### src/rtl/iso_addr_pkg.sv
package iso_addr_pkg;
  // Strobes issued by the control to the datapath each cycle.
  typedef struct packed {
    logic load;  // capture the selected slot's start address
    logic step;  // move one byte forward, crossing pages as needed
  } ctrlStrb_t;
endpackage

### src/rtl/iso_addr_path.sv
module iso_addr_path
  import iso_addr_pkg::*;
#(
  parameter int FRAME_W   = 11,
  parameter int SLOT_W    = 3,
  parameter int NUM_PAGES = 7,
  parameter int PSEL_W    = 3,
  parameter int OFF_W     = 12,
  parameter int LEN_W     = 12,
  parameter int ADDR_W    = 32,
  localparam int NUM_SLOTS = 1 << SLOT_W,
  localparam int PTR_W     = ADDR_W - OFF_W
) (
  input  logic                         clk,
  input  logic                         rst,
  input  logic [FRAME_W-1:0]           frameIdx,
  input  logic [NUM_SLOTS-1:0]         slotActive,
  input  logic [NUM_SLOTS*PSEL_W-1:0]  slotPage,
  input  logic [NUM_SLOTS*OFF_W-1:0]   slotOffset,
  input  logic [NUM_SLOTS*LEN_W-1:0]   slotLen,
  input  logic [NUM_PAGES*PTR_W-1:0]   pagePtr,
  input  ctrlStrb_t                    strb,
  output logic                         selActive,
  output logic [LEN_W-1:0]             selLen,
  output logic                         selPageOk,
  output logic                         atPageEnd,
  output logic                         atLastPage,
  output logic [ADDR_W-1:0]            addr
);
  localparam logic [OFF_W-1:0]  OFF_MAX   = '1;
  localparam logic [PSEL_W-1:0] LAST_PAGE = PSEL_W'(NUM_PAGES - 1);

  logic [PSEL_W-1:0] pageArr [NUM_SLOTS];
  logic [OFF_W-1:0]  offArr  [NUM_SLOTS];
  logic [LEN_W-1:0]  lenArr  [NUM_SLOTS];
  logic [PTR_W-1:0]  ptrArr  [NUM_PAGES];

  for (genvar s = 0; s < NUM_SLOTS; s++) begin : gSlot
    assign pageArr[s] = slotPage[s*PSEL_W +: PSEL_W];
    assign offArr[s]  = slotOffset[s*OFF_W +: OFF_W];
    assign lenArr[s]  = slotLen[s*LEN_W +: LEN_W];
  end
  for (genvar p = 0; p < NUM_PAGES; p++) begin : gPtr
    assign ptrArr[p] = pagePtr[p*PTR_W +: PTR_W];
  end

  // Only the low frame bits select a slot; the rest are deliberately dropped.
  logic [SLOT_W-1:0] slotSel;
  logic              unusedFrameHigh;
  assign slotSel         = frameIdx[SLOT_W-1:0];
  assign unusedFrameHigh = ^frameIdx[FRAME_W-1:SLOT_W];

  logic [PSEL_W-1:0] selPage;
  logic [OFF_W-1:0]  selOffset;
  assign selActive = slotActive[slotSel];
  assign selPage   = pageArr[slotSel];
  assign selOffset = offArr[slotSel];
  assign selLen    = lenArr[slotSel];
  assign selPageOk = (int'(selPage) < NUM_PAGES);

  logic [PSEL_W-1:0] pageIdx;
  logic [OFF_W-1:0]  offsetReg;

  always_ff @(posedge clk) begin
    if (rst) begin
      pageIdx   <= '0;
      offsetReg <= '0;
    end else if (strb.load) begin
      pageIdx   <= selPage;
      offsetReg <= selOffset;
    end else if (strb.step) begin
      if (offsetReg == OFF_MAX) begin
        offsetReg <= '0;
        pageIdx   <= pageIdx + 1'b1;
      end else begin
        offsetReg <= offsetReg + 1'b1;
      end
    end
  end

  assign atPageEnd  = (offsetReg == OFF_MAX);
  assign atLastPage = (pageIdx == LAST_PAGE);

  // Pointer mux written as a compare loop so an unused selector code reads 0.
  logic [PTR_W-1:0] curPtr;
  always_comb begin
    curPtr = '0;
    for (int p = 0; p < NUM_PAGES; p++) begin
      if (int'(pageIdx) == p) curPtr = ptrArr[p];
    end
  end

  assign addr = {curPtr, offsetReg};
endmodule

### src/rtl/iso_addr_ctrl.sv
module iso_addr_ctrl
  import iso_addr_pkg::*;
#(
  parameter int LEN_W = 12
) (
  input  logic             clk,
  input  logic             rst,
  input  logic             startReq,
  input  logic             advance,
  input  logic             selActive,
  input  logic [LEN_W-1:0] selLen,
  input  logic             selPageOk,
  input  logic             atPageEnd,
  input  logic             atLastPage,
  output ctrlStrb_t        strb,
  output logic             xferActive,
  output logic             xferDone,
  output logic             xferError
);
  logic             running;
  logic             doneFlag;
  logic             errFlag;
  logic [LEN_W-1:0] byteCnt;
  logic [LEN_W-1:0] lenReg;

  logic startOk;
  logic advGo;
  logic lastByte;
  logic wrapBad;

  always_comb begin
    startOk   = startReq && selActive;
    advGo     = advance && running && !startOk;
    lastByte  = ((byteCnt + LEN_W'(1)) == lenReg);
    wrapBad   = atPageEnd && atLastPage;
    strb.load = startOk && selPageOk;
    strb.step = advGo && !lastByte && !wrapBad;
  end

  always_ff @(posedge clk) begin
    if (rst) begin
      running  <= 1'b0;
      doneFlag <= 1'b0;
      errFlag  <= 1'b0;
      byteCnt  <= '0;
      lenReg   <= '0;
    end else if (startOk) begin
      if (selPageOk) begin
        running  <= (selLen != '0);
        doneFlag <= (selLen == '0);
        errFlag  <= 1'b0;
        byteCnt  <= '0;
        lenReg   <= selLen;
      end else begin
        running  <= 1'b0;
        doneFlag <= 1'b0;
        errFlag  <= 1'b1;
      end
    end else if (advGo) begin
      if (lastByte) begin
        running  <= 1'b0;
        doneFlag <= 1'b1;
      end else if (wrapBad) begin
        running  <= 1'b0;
        errFlag  <= 1'b1;
      end else begin
        byteCnt  <= byteCnt + 1'b1;
      end
    end
  end

  assign xferActive = running;
  assign xferDone   = doneFlag;
  assign xferError  = errFlag;
endmodule

### src/rtl/iso_addr_gen.sv
module iso_addr_gen
  import iso_addr_pkg::*;
#(
  parameter int FRAME_W   = 11,
  parameter int SLOT_W    = 3,
  parameter int NUM_PAGES = 7,
  parameter int PSEL_W    = 3,
  parameter int OFF_W     = 12,
  parameter int LEN_W     = 12,
  parameter int ADDR_W    = 32,
  localparam int NUM_SLOTS = 1 << SLOT_W,
  localparam int PTR_W     = ADDR_W - OFF_W
) (
  input  logic                        clk,
  input  logic                        rst,
  input  logic [FRAME_W-1:0]          frameIdx,
  input  logic [NUM_SLOTS-1:0]        slotActive,
  input  logic [NUM_SLOTS*PSEL_W-1:0] slotPage,
  input  logic [NUM_SLOTS*OFF_W-1:0]  slotOffset,
  input  logic [NUM_SLOTS*LEN_W-1:0]  slotLen,
  input  logic [NUM_PAGES*PTR_W-1:0]  pagePtr,
  input  logic                        startReq,
  input  logic                        advance,
  output logic [ADDR_W-1:0]           addr,
  output logic                        xferActive,
  output logic                        xferDone,
  output logic                        xferError
);
  ctrlStrb_t        strb;
  logic             selActive;
  logic [LEN_W-1:0] selLen;
  logic             selPageOk;
  logic             atPageEnd;
  logic             atLastPage;

  iso_addr_ctrl #(.LEN_W(LEN_W)) uCtrl (
    .clk        (clk),
    .rst        (rst),
    .startReq   (startReq),
    .advance    (advance),
    .selActive  (selActive),
    .selLen     (selLen),
    .selPageOk  (selPageOk),
    .atPageEnd  (atPageEnd),
    .atLastPage (atLastPage),
    .strb       (strb),
    .xferActive (xferActive),
    .xferDone   (xferDone),
    .xferError  (xferError)
  );

  iso_addr_path #(
    .FRAME_W(FRAME_W), .SLOT_W(SLOT_W), .NUM_PAGES(NUM_PAGES), .PSEL_W(PSEL_W),
    .OFF_W(OFF_W), .LEN_W(LEN_W), .ADDR_W(ADDR_W)
  ) uPath (
    .clk        (clk),
    .rst        (rst),
    .frameIdx   (frameIdx),
    .slotActive (slotActive),
    .slotPage   (slotPage),
    .slotOffset (slotOffset),
    .slotLen    (slotLen),
    .pagePtr    (pagePtr),
    .strb       (strb),
    .selActive  (selActive),
    .selLen     (selLen),
    .selPageOk  (selPageOk),
    .atPageEnd  (atPageEnd),
    .atLastPage (atLastPage),
    .addr       (addr)
  );
endmodule

### config.mk
export PLATFORM = sky130hd
export DESIGN_NAME = iso_addr_gen
export DESIGN_NICKNAME = d
export VERILOG_FILES = /design/src/rtl/iso_addr_pkg.sv /design/src/rtl/iso_addr_path.sv /design/src/rtl/iso_addr_ctrl.sv /design/src/rtl/iso_addr_gen.sv
export SDC_FILE = /design/constraint.sdc
export NUM_CORES = 1
export LEC_CHECK = 0
export ABC_AREA = 1
export BUFFER_PORTS_ARGS = -buffer_cell sky130_fd_sc_hd__buf_4
export CAP_MARGIN = 20
export CORE_AREA = 2 2 161 163
export CTS_CLUSTER_SIZE = 28
export DETAILED_ROUTE_END_ITERATION = 16
export DIE_AREA = 0 0 163 165
export HOLD_SLACK_MARGIN = 0.15
export PLACE_DENSITY_LB_ADDON = 0.05
export SLEW_MARGIN = 15
export SYNTH_ARGS = -nofsm -noshare
export SYNTH_HDL_FRONTEND = slang
export SYNTH_SLANG_ARGS = --single-unit
### constraint.sdc
create_clock -name clk -period 3.13 [get_ports clk]
set_input_delay 0.1565 -clock clk [delete_from_list [all_inputs] [get_ports clk]]
set_output_delay 0.1565 -clock clk [all_outputs]
set_load 0.01 [all_outputs]
# Yosys cells after proc, flatten, opt, wreduce, memory -nomap -nowiden
# Cells that the tools add are included.
dict set report word_totals {
  ff_bits 42
  latch_bits 0
  ram_bits 0
  rom_bits 0
  output_inout_bits 35
  wordCells 94
  mem_count 0
}
dict set report classes {
  add_sub_neg 3
  mul 0
  div 0
  magnitude_cmp 3
  n_eq_ne 12
  shift 0
  muxes 43
  bitwise_logic 1
  reduce_logical 25
}
# op n
set op_table {}
lappend op_table {{12-bit 2-to-1 mux} 12}
lappend op_table {{20-bit 2-to-1 mux} 7}
lappend op_table {{12-bit binary-select mux with 3-bit select} 2}
lappend op_table {{12-bit by 1-bit adder with 12-bit output (second input constant)} 2}
lappend op_table {{3-bit equality test (second input constant)} 5}
lappend op_table {{1-bit 2-to-1 mux} 15}
lappend op_table {{3-bit 2-to-1 mux} 5}
lappend op_table {{12-bit equality test} 1}
lappend op_table {{12-bit equality test (second input constant)} 1}
lappend op_table {{12-bit zero test} 1}
lappend op_table {{12-bit nonzero test} 1}
lappend op_table {{2-bit nonzero test} 5}
lappend op_table {{3-bit binary-select mux with 3-bit select} 1}
lappend op_table {{2-bit AND reduction} 4}
lappend op_table {{1-bit logical AND} 7}
lappend op_table {{3-bit by 2-bit equality test with 1-bit output (second input constant)} 2}
lappend op_table {{2-bit by 1-bit inequality test with 1-bit output (second input constant)} 3}
lappend op_table {{4-bit greater-or-equal comparator (second input constant)} 1}
lappend op_table {{3-bit by 4-bit < comparator with 1-bit output (second input constant)} 1}
lappend op_table {{3-bit NOT with 4-bit output} 1}
lappend op_table {{4-bit AND reduction} 1}
lappend op_table {{3-bit by 1-bit adder with 3-bit output (second input constant)} 1}
lappend op_table {{1-bit binary-select mux with 3-bit select} 1}
lappend op_table {{1-bit zero test} 3}
lappend op_table {{4 further kinds} 4}

# Depth between registers and ports, before layout
dict set report depth {
  ltp_word 9
  mapped_depth 17
}

# By module
# Synthesis repeated with hierarchy kept, for this count alone.
dict set report hier_totals {
  cells_unflattened 1349
  area_unflattened_um2 6807.8
}
# module n_inst cells_per_inst area_per_inst_um2 seq_area_each_um2
set modules_own_cells {}
lappend modules_own_cells {iso_addr_path 1 1038 4868.4 300.3}
lappend modules_own_cells {iso_addr_ctrl 1 311 1939.4 540.5}

# Least setup slack after synthesis
# No wires, ideal clock.
dict set report synth_timing {
  kind {reg-to-output}
  startpoint {register uPath.pageIdx[1]}
  endpoint {output port addr[21]}
  arrival_time_ns 1.877
  required_time_ns 2.974
  setup_slack_ns 1.096
  stages_incl_launch_ff 13
  path_buffers 1
  cell_sequence {dfxtp_1 > inv_1 > ha_1 > clkinv_1 > clkbuf_1 > nand3_1 > nand3_1 > o21ai_0 > o21ai_0 > nand2_1 > nand3_1 > o21ai_0 > o21ai_0}
}
dict set report synth_between {
  elab_chain_cells 8
  elab_cells_between_ends 14
  classes_between {eq/ne: 6; mux: 7; reduce/logical: 1}
}
# item line_no
set synth_rtl {}
lappend synth_rtl {{start, declared} iso_addr_path.sv:61} ;# logic [PSEL_W-1:0] pageIdx;
lappend synth_rtl {{start signal, assigned} iso_addr_path.sv:69} ;# pageIdx <= selPage;
lappend synth_rtl {{start signal, assigned} iso_addr_path.sv:74} ;# pageIdx <= pageIdx + 1'b1;
lappend synth_rtl {{3-bit zero test} iso_addr_path.sv:89} ;# if (int'(pageIdx) == p) curPtr = ptrArr[p];
lappend synth_rtl {{20-bit 2-to-1 mux (6 in a row)} iso_addr_path.sv:89}
lappend synth_rtl {{20-bit 2-to-1 mux (*)} iso_addr_path.sv:89}
lappend synth_rtl {{end, declared} iso_addr_gen.sv:24} ;# output logic [ADDR_W-1:0] addr,
# Mark *: on every way between the ends. The rest lies on a longest branch, timed or not.

# Worst setup path after layout
dict set report layout_timing {
  startpoint {register uPath.pageIdx[1]}
  endpoint {output port addr[13]}
}
# Same word-level chain as after synthesis.

==> impl_results.md <==
- Hold Path Depth: 2
- Slew HR: 0.475
- CP cell instances: inv_1 > ha_1 > clkinv_1 > nand3_1 > nand3_1 > o21ai_0 > o21ai_0 > nand2_1 > nand3_1 > o21ai_0 > o21ai_0 > buf_4
- Die height: 165 um
- Share of cells above drive strength 1: 0.320
- Cell variety after synth: 42
- Clock sink total: 42
- Yosys warns: 0
- Reg2reg path depth: 15
- Syn Inst Count: 1143
- Synth Flop Type: dfxtp_1
- Crit-path max cell delay: 0.46 ns
- Routed Antenna Nets: 0
- PD cells: 285 nW/um^2
- Fillcell total: 2928
- Worst setup path end: addr[13]
- Routed length per instance: 17.0 um
- Hpwl dp: 24.8 mm
- Largest net degree at the start of global routing: 63
- Root cell of the clock tree: clkbuf_16
- Seq cells post-synth: 42
- Remaining DRCs: 0
- CTS tree: built
- Post-synthesis cell area: 6060 um^2
- Final Hold Viols: 0
- CP max-delay cell: clkinv_1
- Max-slew violation count: 0
- Io pins: 414
- Via count: 8696
- Placed Area: 9250 um^2
- Setup TNS Final: 0 ns
- Crit end category: primary output
- GRT Total Usage: 0.219
- Register-to-register setup slack: 0.64 ns
- CTS resizes: 0
- Sequential area share after synthesis: 0.139
- Fmax achieved: 0.379 GHz
- CP startpoint kind: register
- Hold Buf Count CTS: 0
- WP data required: 2.97 ns
- Asr flop ratio synth: 0
- Final WL: 30.9 mm
- Most frequent CP cell: o21ai_0
- Area growth syn-to-layout: 55.9%
- Fin Clk Skew: 0.00864 ns
- Total Die Area: 26900 um^2
- EDFF count, synth: 0
- Unrepaired setup endpoints after global routing: false
- Status: completed
- Hold WC Path Type: in2reg
- Final #Nets: 1874
- DR vias/cell: 4.78
- Measured slew at the worst slew-check pin: 0.787 ns
- Clock input transition at the sequential cells of the worst setup and hold paths: 0.07 ns
- Critical path launch point: uPath.pageIdx[1]
- Die Span X: 163 um
- Leak: 4.50 nW
- Crit path kind: reg2out
- CP max FO: 19
- Setup-violating endpoint count in the final report: 0
- DRT iter0 DRCs: 454
- R2R Path Start: uCtrl.byteCnt[0]
- Deepest clock path buffer count: 2
- First-pass GRT wire length: 46.3 mm
- Port buffer count: 405
- Reg2reg end: uCtrl.byteCnt[9]
- Dpl ws: 0.466 ns
- Max Cap Viol: 0
- Initial Util: 0.242
- Worst Hold Slack: 0.203 ns
- Setup bufs post-CTS: 0
- Vias in the first global route: 8392
- Tmin final: 2.64 ns
- GPL Wtd Cong: 0.808
- Initial antenna violation count: 3
- Mapped Nets: 1530
- Global route total overflow: 0
- Design area: 9450 um^2
- Final Worst Setup Slack: 0.494 ns
- Site Rows: 58
- Crit path DAT: 2.48 ns
- Final Cycle Share: 0.842
- Max VDD drop: 0.000219 V
- Synth Area per Inst: 5.30 um^2
- Pre-antenna DRT Iters: 6
- Htree depth: 2
- Num CTS Buffers: 5
- Worst-Skew Late Latency: 0.30 ns
- Core Area: 25000 um^2
[how the worst min path moves through the flow]
stage	endpoint	start	slack [ns]
2_1_floorplan	uCtrl.lenReg[0]	uCtrl.lenReg[0]	0.44
6_report	uPath.offsetReg[1]	rst	0.20
3_5_place_dp	uCtrl.xferError	uCtrl.xferError	0.47
4_1_cts	uPath.offsetReg[2]	rst	0.20
5_1_grt	uPath.offsetReg[9]	rst	0.21
3_3_place_gp	uCtrl.xferError	uCtrl.xferError	0.44
[final cells by class]
class	count	area, um^2	area share
Clock inverter	3	68.8	0.00728
Tap cell	330	413	0.0437
Multi-Input combinational cell	965	4610	0.488
Inverter	53	201	0.0213
Sequential cell	42	841	0.0890
Clock buffer	5	125	0.0132
Timing Repair Buffer	420	3180	0.336
Antenna cell	3	7.51	0.000795
[synth_stat cells, types with 2 or more instances]
| cell type | n | share of area |
|---|---|---|
| nand2_1 | 276 | 0.17 |
| o21ai_0 | 204 | 0.17 |
| nor2_1 | 177 | 0.11 |
| nand3_1 | 122 | 0.10 |
| clkbuf_1 | 55 | 0.034 |
| inv_1 | 46 | 0.028 |
| dfxtp_1 | 42 | 0.14 |
| o22ai_1 | 42 | 0.043 |
| o21ai_1 | 34 | 0.028 |
| a21oi_1 | 20 | 0.017 |
| buf_2 | 14 | 0.012 |
| nand2_2 | 13 | 0.013 |
| a21oi_2 | 9 | 0.013 |
| ha_1 | 8 | 0.017 |
| nand4_1 | 8 | 0.0083 |
| o211ai_1 | 7 | 0.0087 |
| buf_6 | 6 | 0.011 |
| nor2_2 | 6 | 0.0062 |
| xor2_1 | 6 | 0.0087 |
| inv_2 | 5 | 0.0031 |
| buf_4 | 4 | 0.0050 |
| nand3_2 | 4 | 0.0066 |
| buf_1 | 3 | 0.0019 |
| nand2_4 | 3 | 0.0056 |
| nand3b_1 | 3 | 0.0037 |
| a211oi_1 | 2 | 0.0025 |
| a31oi_1 | 2 | 0.0021 |
| and3_1 | 2 | 0.0021 |
| nor2_4 | 2 | 0.0037 |
| nor3_1 | 2 | 0.0017 |
| o21a_1 | 2 | 0.0025 |
| o221ai_1 | 2 | 0.0029 |
| or2_2 | 2 | 0.0021 |
| xnor2_1 | 2 | 0.0029 |
[metrics by stage]
stage	utilization	power, mW	instances
floorplan	-	1.35	1143
global placement	0.369	2.01	1810
detailed placement	0.369	2.01	1810
CTS	0.377	2.73	1818
global route	0.377	2.92	1821
finish	0.377	2.69	1821
[critical path, delay by kind of cell (launching register included)]
kind | cells | cell delay, ns
buffers and inverters | 3 | 0.73
AND/OR/NAND/NOR | 4 | 0.49
AO/OA/AOI/OAI | 4 | 0.43
flip-flops | 1 | 0.33
adder cells (fa/ha/maj) | 1 | 0.18
[where the power goes]
group          internal [mW]  switching (mW)  total [mW]
clock network          0.459           0.249       0.709
registers              0.579          0.0631       0.643
logic                  0.660           0.683        1.34
total                   1.70           0.995        2.69
[flip-flops by register name (all words and copies together), names as in the netlist]
name,cells
uCtrl.xferDone,1
uCtrl.lenReg,12
uPath.offsetReg,12
uPath.pageIdx,3
uCtrl.xferError,1
uCtrl.xferActive,1
uCtrl.byteCnt,12
[routing by layer]
metal  vias up  global-route usage  share of wire
met1      3924               0.264           0.41
met2       217               0.403           0.52
met5         -                   0              0
li1       4540                   -              -
met3        15              0.0495          0.058
met4         0              0.0370          0.010
[cell families after synthesis]
group / Yosys count / synth area share
xor gates and xnor gates: 8 / 0.0116
buffers and inverters: 136 / 0.100
and+or+nand+nor: 624 / 0.444
adders and majority gates: 8 / 0.0165
DFF: 42 / 0.139
AOI/OAI and AO/OA: 325 / 0.289
[cell usage in the layout, fill, tap and decap left out, types with 3 or more instances in the layout]
cell / count
nor2_2: 6
nand2_1: 276
a21oi_2: 9
diode_2: 3
xor2_1: 6
clkbuf_16: 5
o21ai_0: 204
inv_2: 5
o211ai_1: 7
dfxtp_1: 42
nand3_1: 122
o22ai_1: 42
nor2_1: 177
nand3b_1: 3
ha_1: 8
buf_4: 418
o21ai_1: 34
nand2_4: 3
inv_1: 46
a21oi_1: 20
nand2_2: 13
nand3_2: 4
nand4_1: 8
No activity file was read; power rests on OpenSTA's default activity.
